### config.mk
export PLATFORM = sky130hd
export DESIGN_NAME = lane_merge_unit
export DESIGN_NICKNAME = d
export VERILOG_FILES = /design/src/rtl/lane_pkg.sv /design/src/rtl/lane_align_check.sv /design/src/rtl/lane_shuffle.sv /design/src/rtl/line_half_dirty.sv /design/src/rtl/lane_merge_unit.sv
export SDC_FILE = /design/constraint.sdc
export NUM_CORES = 1
export LEC_CHECK = 0
export CAP_MARGIN = 20
export CORE_MARGIN = 2
export CORE_UTILIZATION = 36
export DETAILED_ROUTE_END_ITERATION = 10
export PLACE_DENSITY = 0.69
export SLEW_MARGIN = 20
export SYNTH_ARGS = -nofsm -noshare
export SYNTH_HDL_FRONTEND = slang
export SYNTH_SLANG_ARGS = --single-unit
### constraint.sdc
create_clock -name clk -period 1.46 [get_ports clk]
set_clock_uncertainty 0.15 [all_clocks]
set_input_delay 0.292 -clock clk [delete_from_list [all_inputs] [get_ports clk]]
set_output_delay 0.292 -clock clk [all_outputs]
set_load 0.02 [all_outputs]
### src/rtl/lane_pkg.sv
package lane_pkg;
  localparam int WORD_W = 32;

  typedef enum logic [1:0] {
    SZ_BYTE  = 2'b00,
    SZ_HALF  = 2'b01,
    SZ_WORD  = 2'b10,
    SZ_WORD3 = 2'b11
  } xfer_size_e;

  // Bit offset of a halfword lane: endian flag folded into address bit 1.
  function automatic logic [4:0] half_shift(input logic big, input logic [1:0] a);
    logic [1:0] k;
    k = {big, 1'b0} ^ {a[1], 1'b0};
    return {k, 3'b000};
  endfunction

  // Bit offset of a byte lane: endian flag folded into both address bits.
  function automatic logic [4:0] byte_shift(input logic big, input logic [1:0] a);
    logic [1:0] k;
    k = {big, big} ^ a;
    return {k, 3'b000};
  endfunction

  function automatic logic misaligned(input xfer_size_e sz, input logic [1:0] a,
                                      input logic chk);
    case (sz)
      SZ_BYTE: return 1'b0;
      SZ_HALF: return chk & a[0];
      default: return chk & (|a);
    endcase
  endfunction
endpackage

### src/rtl/lane_align_check.sv
module lane_align_check
  import lane_pkg::*;
(
  input  logic [1:0] size,
  input  logic [1:0] addr,
  input  logic       chk_en,
  output logic       fault
);
  always_comb fault = misaligned(xfer_size_e'(size), addr, chk_en);
endmodule

### src/rtl/lane_shuffle.sv
module lane_shuffle
  import lane_pkg::*;
(
  input  logic [1:0]        size,
  input  logic [1:0]        addr,
  input  logic              big,
  input  logic [WORD_W-1:0] old_word,
  input  logic [WORD_W-1:0] wr_data,
  output logic [WORD_W-1:0] load_word,
  output logic [WORD_W-1:0] merge_word
);
  localparam logic [WORD_W-1:0] BYTE_MASK = {{(WORD_W-8){1'b0}}, 8'hFF};
  localparam logic [WORD_W-1:0] HALF_MASK = {{(WORD_W-16){1'b0}}, 16'hFFFF};

  logic [4:0]        sh;
  logic [WORD_W-1:0] mask;

  always_comb begin
    case (xfer_size_e'(size))
      SZ_BYTE: begin sh = byte_shift(big, addr); mask = BYTE_MASK; end
      SZ_HALF: begin sh = half_shift(big, addr); mask = HALF_MASK; end
      default: begin sh = 5'd0;                  mask = '1;        end
    endcase
    load_word  = (old_word >> sh) & mask;
    merge_word = (old_word & ~(mask << sh)) | ((wr_data & mask) << sh);
  end
endmodule

### src/rtl/line_half_dirty.sv
module line_half_dirty #(
  parameter int LINE_WORDS = 8,
  localparam int IDX_W = (LINE_WORDS > 1) ? $clog2(LINE_WORDS) : 1
) (
  input  logic             mark_en,
  input  logic [IDX_W-1:0] idx,
  output logic             first_half,
  output logic             last_half
);
  localparam int HALF_WORDS = LINE_WORDS / 2;

  generate
    if (HALF_WORDS == 0) begin : g_single
      logic unused_idx;
      assign unused_idx = ^idx;
      assign first_half = mark_en;
      assign last_half  = 1'b0;
    end else begin : g_split
      logic low_side;
      assign low_side   = int'(idx) < HALF_WORDS;
      assign first_half = mark_en & low_side;
      assign last_half  = mark_en & ~low_side;
    end
  endgenerate
endmodule

### src/rtl/lane_merge_unit.sv
module lane_merge_unit
  import lane_pkg::*;
#(
  parameter int LINE_WORDS = 8,
  localparam int IDX_W = (LINE_WORDS > 1) ? $clog2(LINE_WORDS) : 1
) (
  input  logic              clk,
  input  logic              rst_n,
  input  logic              req_valid,
  input  logic              req_store,
  input  logic [1:0]        req_size,
  input  logic [1:0]        addr_lo,
  input  logic              big_endian,
  input  logic              align_chk,
  input  logic [WORD_W-1:0] old_word,
  input  logic [WORD_W-1:0] wr_data,
  input  logic [IDX_W-1:0]  word_idx,
  output logic              rsp_valid,
  output logic [WORD_W-1:0] rsp_word,
  output logic              rsp_fault,
  output logic              dirty_first,
  output logic              dirty_last
);
  logic              align_fault_w;
  logic [WORD_W-1:0] load_word_w;
  logic [WORD_W-1:0] merge_word_w;
  logic              store_ok_w;
  logic              mark_first_w;
  logic              mark_last_w;
  logic [WORD_W-1:0] next_word_w;

  lane_align_check u_align (
    .size   (req_size),
    .addr   (addr_lo),
    .chk_en (align_chk),
    .fault  (align_fault_w)
  );

  lane_shuffle u_shuffle (
    .size       (req_size),
    .addr       (addr_lo),
    .big        (big_endian),
    .old_word   (old_word),
    .wr_data    (wr_data),
    .load_word  (load_word_w),
    .merge_word (merge_word_w)
  );

  assign store_ok_w = req_valid & req_store & ~align_fault_w;

  line_half_dirty #(.LINE_WORDS(LINE_WORDS)) u_dirty (
    .mark_en    (store_ok_w),
    .idx        (word_idx),
    .first_half (mark_first_w),
    .last_half  (mark_last_w)
  );

  always_comb begin
    if (align_fault_w)  next_word_w = old_word;
    else if (req_store) next_word_w = merge_word_w;
    else                next_word_w = load_word_w;
  end

  always_ff @(posedge clk or negedge rst_n) begin
    if (!rst_n) begin
      rsp_valid   <= 1'b0;
      rsp_word    <= '0;
      rsp_fault   <= 1'b0;
      dirty_first <= 1'b0;
      dirty_last  <= 1'b0;
    end else begin
      rsp_valid   <= req_valid;
      rsp_fault   <= req_valid & align_fault_w;
      dirty_first <= mark_first_w;
      dirty_last  <= mark_last_w;
      if (req_valid) rsp_word <= next_word_w;
    end
  end
endmodule

=== Word-level counts from Yosys, hierarchy flattened ===
Index checks and enable logic that the tools add are counted.

* Shifts and indexed selects: 3
* Bitwise operators: 16
* Mux-type cells: 5
* Order comparisons: 1
* Equal/unequal tests: 1
* Reduce and logical (&&, ||, !) cells: 2

{| class="wikitable"
|+ Operator list
! operator !! number
|-
| $and A32 B32 Y32 || 3
|-
| $mux W32 || 2
|-
| $pmux W32 S2 || 1
|-
| $shl A32 B5 Y32 || 2
|-
| $not A32 Y32 || 1
|-
| $or A32 B32 Y32 || 1
|-
| $shr A32 B5 Y32 || 1
|-
| $pmux W5 S2 || 1
|-
| $and A1 B1 Y1 || 7
|-
| $xor A2 B2 Y2 || 2
|-
| $lt A3 B3 Y1 const B || 1
|-
| $eq A2 B1 Y1 const B || 1
|-
| $logic_not A2 Y1 || 1
|-
| $not A1 Y1 || 2
|-
| $pmux W1 S2 || 1
|-
| $reduce_or A2 Y1 || 1
|}

* Input bits: 77
* Output and inout port bits: 36
* Register bits: 36
* Logic and storage cells: 33

=== Depth between registers and ports, before layout ===
* Depth after elaboration: 8
* Depth in mapped cells: 7

=== By module ===
A second synthesis with hierarchy kept.

* Cells, all modules: 370
* Area total of the unflattened synthesis: 3337.0 µm²

{| class="wikitable"
|+ By module, submodules not included
! module !! cells an instance !! seq. area each (µm²) !! area each (µm²) !! times used
|-
| lane_merge_unit || 187 || 900.9 || 2128.3 || 1
|-
| lane_shuffle || 178 || 0.0 || 1176.1 || 1
|-
| lane_align_check || 3 || 0.0 || 16.3 || 1
|-
| line_half_dirty || 2 || 0.0 || 16.3 || 1
|}

=== Worst setup path before layout ===
Ideal clock, no wire load.

* Path kind: in2reg
* Start: input addr_lo[1]
* End: register rsp_word[16]
* Setup time: 126 ps
* Stages: 5
* Arrival time: 1712 ps
* Path slack: -528 ps
* Path through: clkbuf_2 > o211ai_2 > nand2_2 > o41a_1 > a221o_1

* Word-level cells in the longest chain between the ends: 8
* Elaborated cells between the ends (all ways): 15
* Classes of those cells: shift (3); mux (4); bitwise (7); reduce/logical (1)

{| class="wikitable"
|+ Ends and longest elaborated chain
! item !! RTL line !! source
|-
| start, declared || lane_merge_unit.sv:12 || <nowiki>input logic [1:0] addr_lo,</nowiki>
|-
| $xor A2 B2 Y2, on equally long branches || lane_pkg.sv:14, lane_pkg.sv:21 ||
|-
| $pmux W5 S2 || lane_shuffle.sv:19 || <nowiki>case (xfer_size_e'(size))</nowiki>
|-
| $shl A32 B5 Y32 || lane_shuffle.sv:25 || <nowiki>merge_word = (old_word & ~(mask << sh)) | ((wr_data & mask) << sh);</nowiki>
|-
| $not A32 Y32 || lane_shuffle.sv:25 ||
|-
| $and A32 B32 Y32 || lane_shuffle.sv:25 ||
|-
| $or A32 B32 Y32 || lane_shuffle.sv:25 ||
|-
| $mux W32 || lane_merge_unit.sv:60 || <nowiki>else if (req_store) next_word_w = merge_word_w;</nowiki>
|-
| $mux W32 * || lane_merge_unit.sv:59 || <nowiki>if (align_fault_w) next_word_w = old_word;</nowiki>
|-
| end signal, assigned || lane_merge_unit.sv:76 || <nowiki>if (req_valid) rsp_word <= next_word_w;</nowiki>
|-
| end, declared || lane_merge_unit.sv:19 || <nowiki>output logic [WORD_W-1:0] rsp_word,</nowiki>
|}

Mark *: on every way between the ends. The rest lies on a longest branch, timed or not.
A chain may end at the register's enable or synchronous reset.

=== Final worst setup path ===
* Start: input big_endian
* End: register rsp_word[17]

* Word-level cells in the longest chain between the ends: 8
* Elaborated cells between the ends (all ways): 12
* Classes of those cells: shift (3); mux (3); bitwise (6)

{| class="wikitable"
|+ Ends and longest elaborated chain
! item !! RTL line !! source
|-
| start, declared || lane_merge_unit.sv:13 || <nowiki>input logic big_endian,</nowiki>
|-
| $xor A2 B2 Y2, on equally long branches || lane_pkg.sv:21, lane_pkg.sv:14 ||
|-
| $pmux W5 S2 * || lane_shuffle.sv:19 ||
|-
| $shl A32 B5 Y32 || lane_shuffle.sv:25 ||
|-
| $not A32 Y32 || lane_shuffle.sv:25 ||
|-
| $and A32 B32 Y32 || lane_shuffle.sv:25 ||
|-
| $or A32 B32 Y32 || lane_shuffle.sv:25 ||
|-
| $mux W32 * || lane_merge_unit.sv:60 ||
|-
| $mux W32 * || lane_merge_unit.sv:59 ||
|}

Marked as above.

==> flow_summary.yaml <==
floorplan:
  die_area_mm2: 0.008507
  die_y_um: 92.24
  initial_utilization_pct: 36.65
  coreArea_mm2: 0.007647
  rows: 32
  pin_count: 113
  dieWidth_um: 92.24
timing:
  post-route-period-util_pct: 116.6
  slew_headroom_pct: 68.47
  fin_setup_tns_ns: -5.082
  final.min_clock_period_ns: 1.703
  worst_pin_slew_ns: 0.4729
  setup_violations: 32
  setup_ws_ns: -0.2428
  rsz0062_at_grt: "yes"
  fmax_mhz: 587.3
  slew_viol_final: 0
  final_hold_viol_count: 0
routing:
  routed_wl_um: 13030
  drt_iter0_markers: 258
  via_per_inst: 6.125
  firstDrtPassIters: 5
  wire_per_inst_um: 22.70
  ant_nets: 0
  vias: 3516
  route.detailed.drc: 0
logic_synthesis:
  syn-num-nets: 381
  avgSynthCellArea_um2: 9.219
  synth_cells: 304
  ys_ff_latch: 36
  synth_area_leaders: "dfrtp_1 (32%), a32o_1 (5.7%), and3_1 (3.8%)"
  synthArstFlopShare_pct: 100.0
  netlist-cell-type-count: 43
  synth_edf_count: 0
  ys_seq_area_share_pct: 32.14
  yosysMostFrequentCell: "dfrtp_1"
  synth_top_cell_by_area: "dfrtp_1"
  yosys_warnings: 0
  synth_ff_type: "dfrtp_1"
  synth_common_cells: "dfrtp_1 (36), clkbuf_1 (20), and3_1 (17)"
  synth_top_area_share_pct: 32.14
  syn_area_mm2: 0.002803
grt:
  grt_max_degree: 42
  gr-total-overflow: 0
  grt_pass1_wl_um: 19840
  grt_pass1_vias: 3638
  grt.total_usage_pct: 30.30
  antenna_found_initial: 0
critical_path:
  start_kind: "primary input"
  crit_arrival_ns: 1.74
  required_ns: 1.49
  end_kind: "flop"
  cp_max_fo: 8
  critPathKind: "in2reg"
layout:
  final.fill_count: 592
  multi_input_area_mm2: 0.002292
  regArea_um2: 900.9
  num-nets-final: 548
  layout.cells.non_filler: 574
  area_growth_pct: 88.71
  fin_util_pct: 69.16
  antenna_cells: 0
  drive_above_1_share_pct: 40.04
run:
  drv_cap: 0
power:
  leakage_nw: 2.195
  peakVddDrop_mv: 0.3726
  power_density_mw_per_mm2: 737.6
run_status:
  violations: "negative setup slack"
  outcome: "complete, but fails checks"
clock_tree:
  cts_tree: "built"
  cts_made_buffers: 5
  cts_root_buffer: "clkbuf_8"
  htree_levels: 2
  clock_latency_ns: 0.30
  clock_sinks: 36
  clk_path_buf_depth: 2
  clkTransAtPathRegs_ns: 0.07
placed_design:
  place_ws_ns: -0.9770
  hpwl_um: 9082
  dpl.cell_count: 558
  portBuffers: 110
  place_congestion: 0.9690
hold_path:
  hp-class: "in2async"
==> placed cells by master (no fill, tap or decap), types with 7 or more instances in the layout <==
cell type	n
clkdlybuf4s50_1	65
buf_4	55
dfrtp_1	36
clkdlybuf4s15_1	25
a32o_1	16
buf_6	16
and3_1	11
and2_1	9
a21o_1	9
nand2_1	9
o21a_1	8
o2bb2ai_1	8
a22o_1	8
a21boi_0	8
or3_4	8
o311a_1	8
a211o_1	8
or2_2	8
o211ai_1	8
nor2b_1	8
a221o_1	8
a211oi_2	7
o22ai_1	7
clkbuf_2	7
==> what timing repair did <==
item,4_1_cts,5_1_grt
resized for setup,162,64
hold buffers,1,0
cloned,3,0
pin swaps,19,23
hold endpoints to repair,36,0
setup endpoints to repair,71,62
buffers inserted,9,1
==> flip-flops by register name, summed over array words and instances, names as in the netlist <==
| signal | count |
|---|---|
| rsp_word | 32 |
| dirty_last | 1 |
| dirty_first | 1 |
| rsp_valid | 1 |
| rsp_fault | 1 |
==> worst max-delay path, stage by stage <==
cell,delay (ns)
buf_8,0.11
buf_8,0.13
xor2_4,0.23
nor3_2,0.07
o41a_1,0.51
a221o_1,0.40
==> through the flow <==
stage	hold WS (ns)	power, mW	area [um^2]
final	0.3358	3.901	5289
after global routing	0.3693	4.076	5289
after CTS	0.3430	3.793	5131
after detailed placement	0.1275	2.905	4582
after floorplan	-0.1536	2.008	2922
after global placement	0.1181	2.886	4582
==> metal layers <==
layer | global-route usage (%) | vias up | part of all wire [%]
li1 | - | 1576 | -
met1 | 38.59 | 1730 | 43
met2 | 49.51 | 184 | 47
met3 | 7.395 | 26 | 7.4
met4 | 11.82 | 0 | 2.9
met5 | 0 | - | 0
==> path summary, 6_finish.rpt <==
path                         startpoint           end  slack [ns]  depth (start not counted)
min in group clk            word_idx[2]   dirty_first        0.39                          2
max reg2reg                 rsp_word[8]   rsp_word[8]        0.31                          2
max                          big_endian  rsp_word[17]       -0.24                          6
min reg2reg                rsp_word[31]  rsp_word[31]        0.46                          2
max in group asynchronous         rst_n  rsp_word[28]        0.62                          3
min                               rst_n  rsp_word[17]        0.34                          3
==> where the power goes <==
| group | total [mW] | internal [mW] | switching, mW |
|---|---|---|---|
| registers | 1.21 | 1.14 | 0.0756 |
| clock network | 0.778 | 0.377 | 0.400 |
| logic | 1.91 | 0.953 | 0.958 |
| total | 3.90 | 2.47 | 1.43 |
==> layout make-up <==
type,instances,area share (%)
Tap cell,102,2.413
Timing Repair Buffer,191,35.15
Clock inverter,2,0.1893
Inverter,4,0.3075
Sequential cell,36,17.03
Clock buffer,6,1.561
Multi-Input combinational cell,233,43.34
==> cell families after synthesis <==
| logic type | Yosys count | synth area share [%] |
|---|---|---|
| compound gates | 144 | 43.21 |
| xor+xnor | 4 | 2.054 |
| buf+inv | 35 | 5.044 |
| flops | 36 | 32.14 |
| simple gates | 85 | 17.54 |
Power figures use the tool's default switching activity.
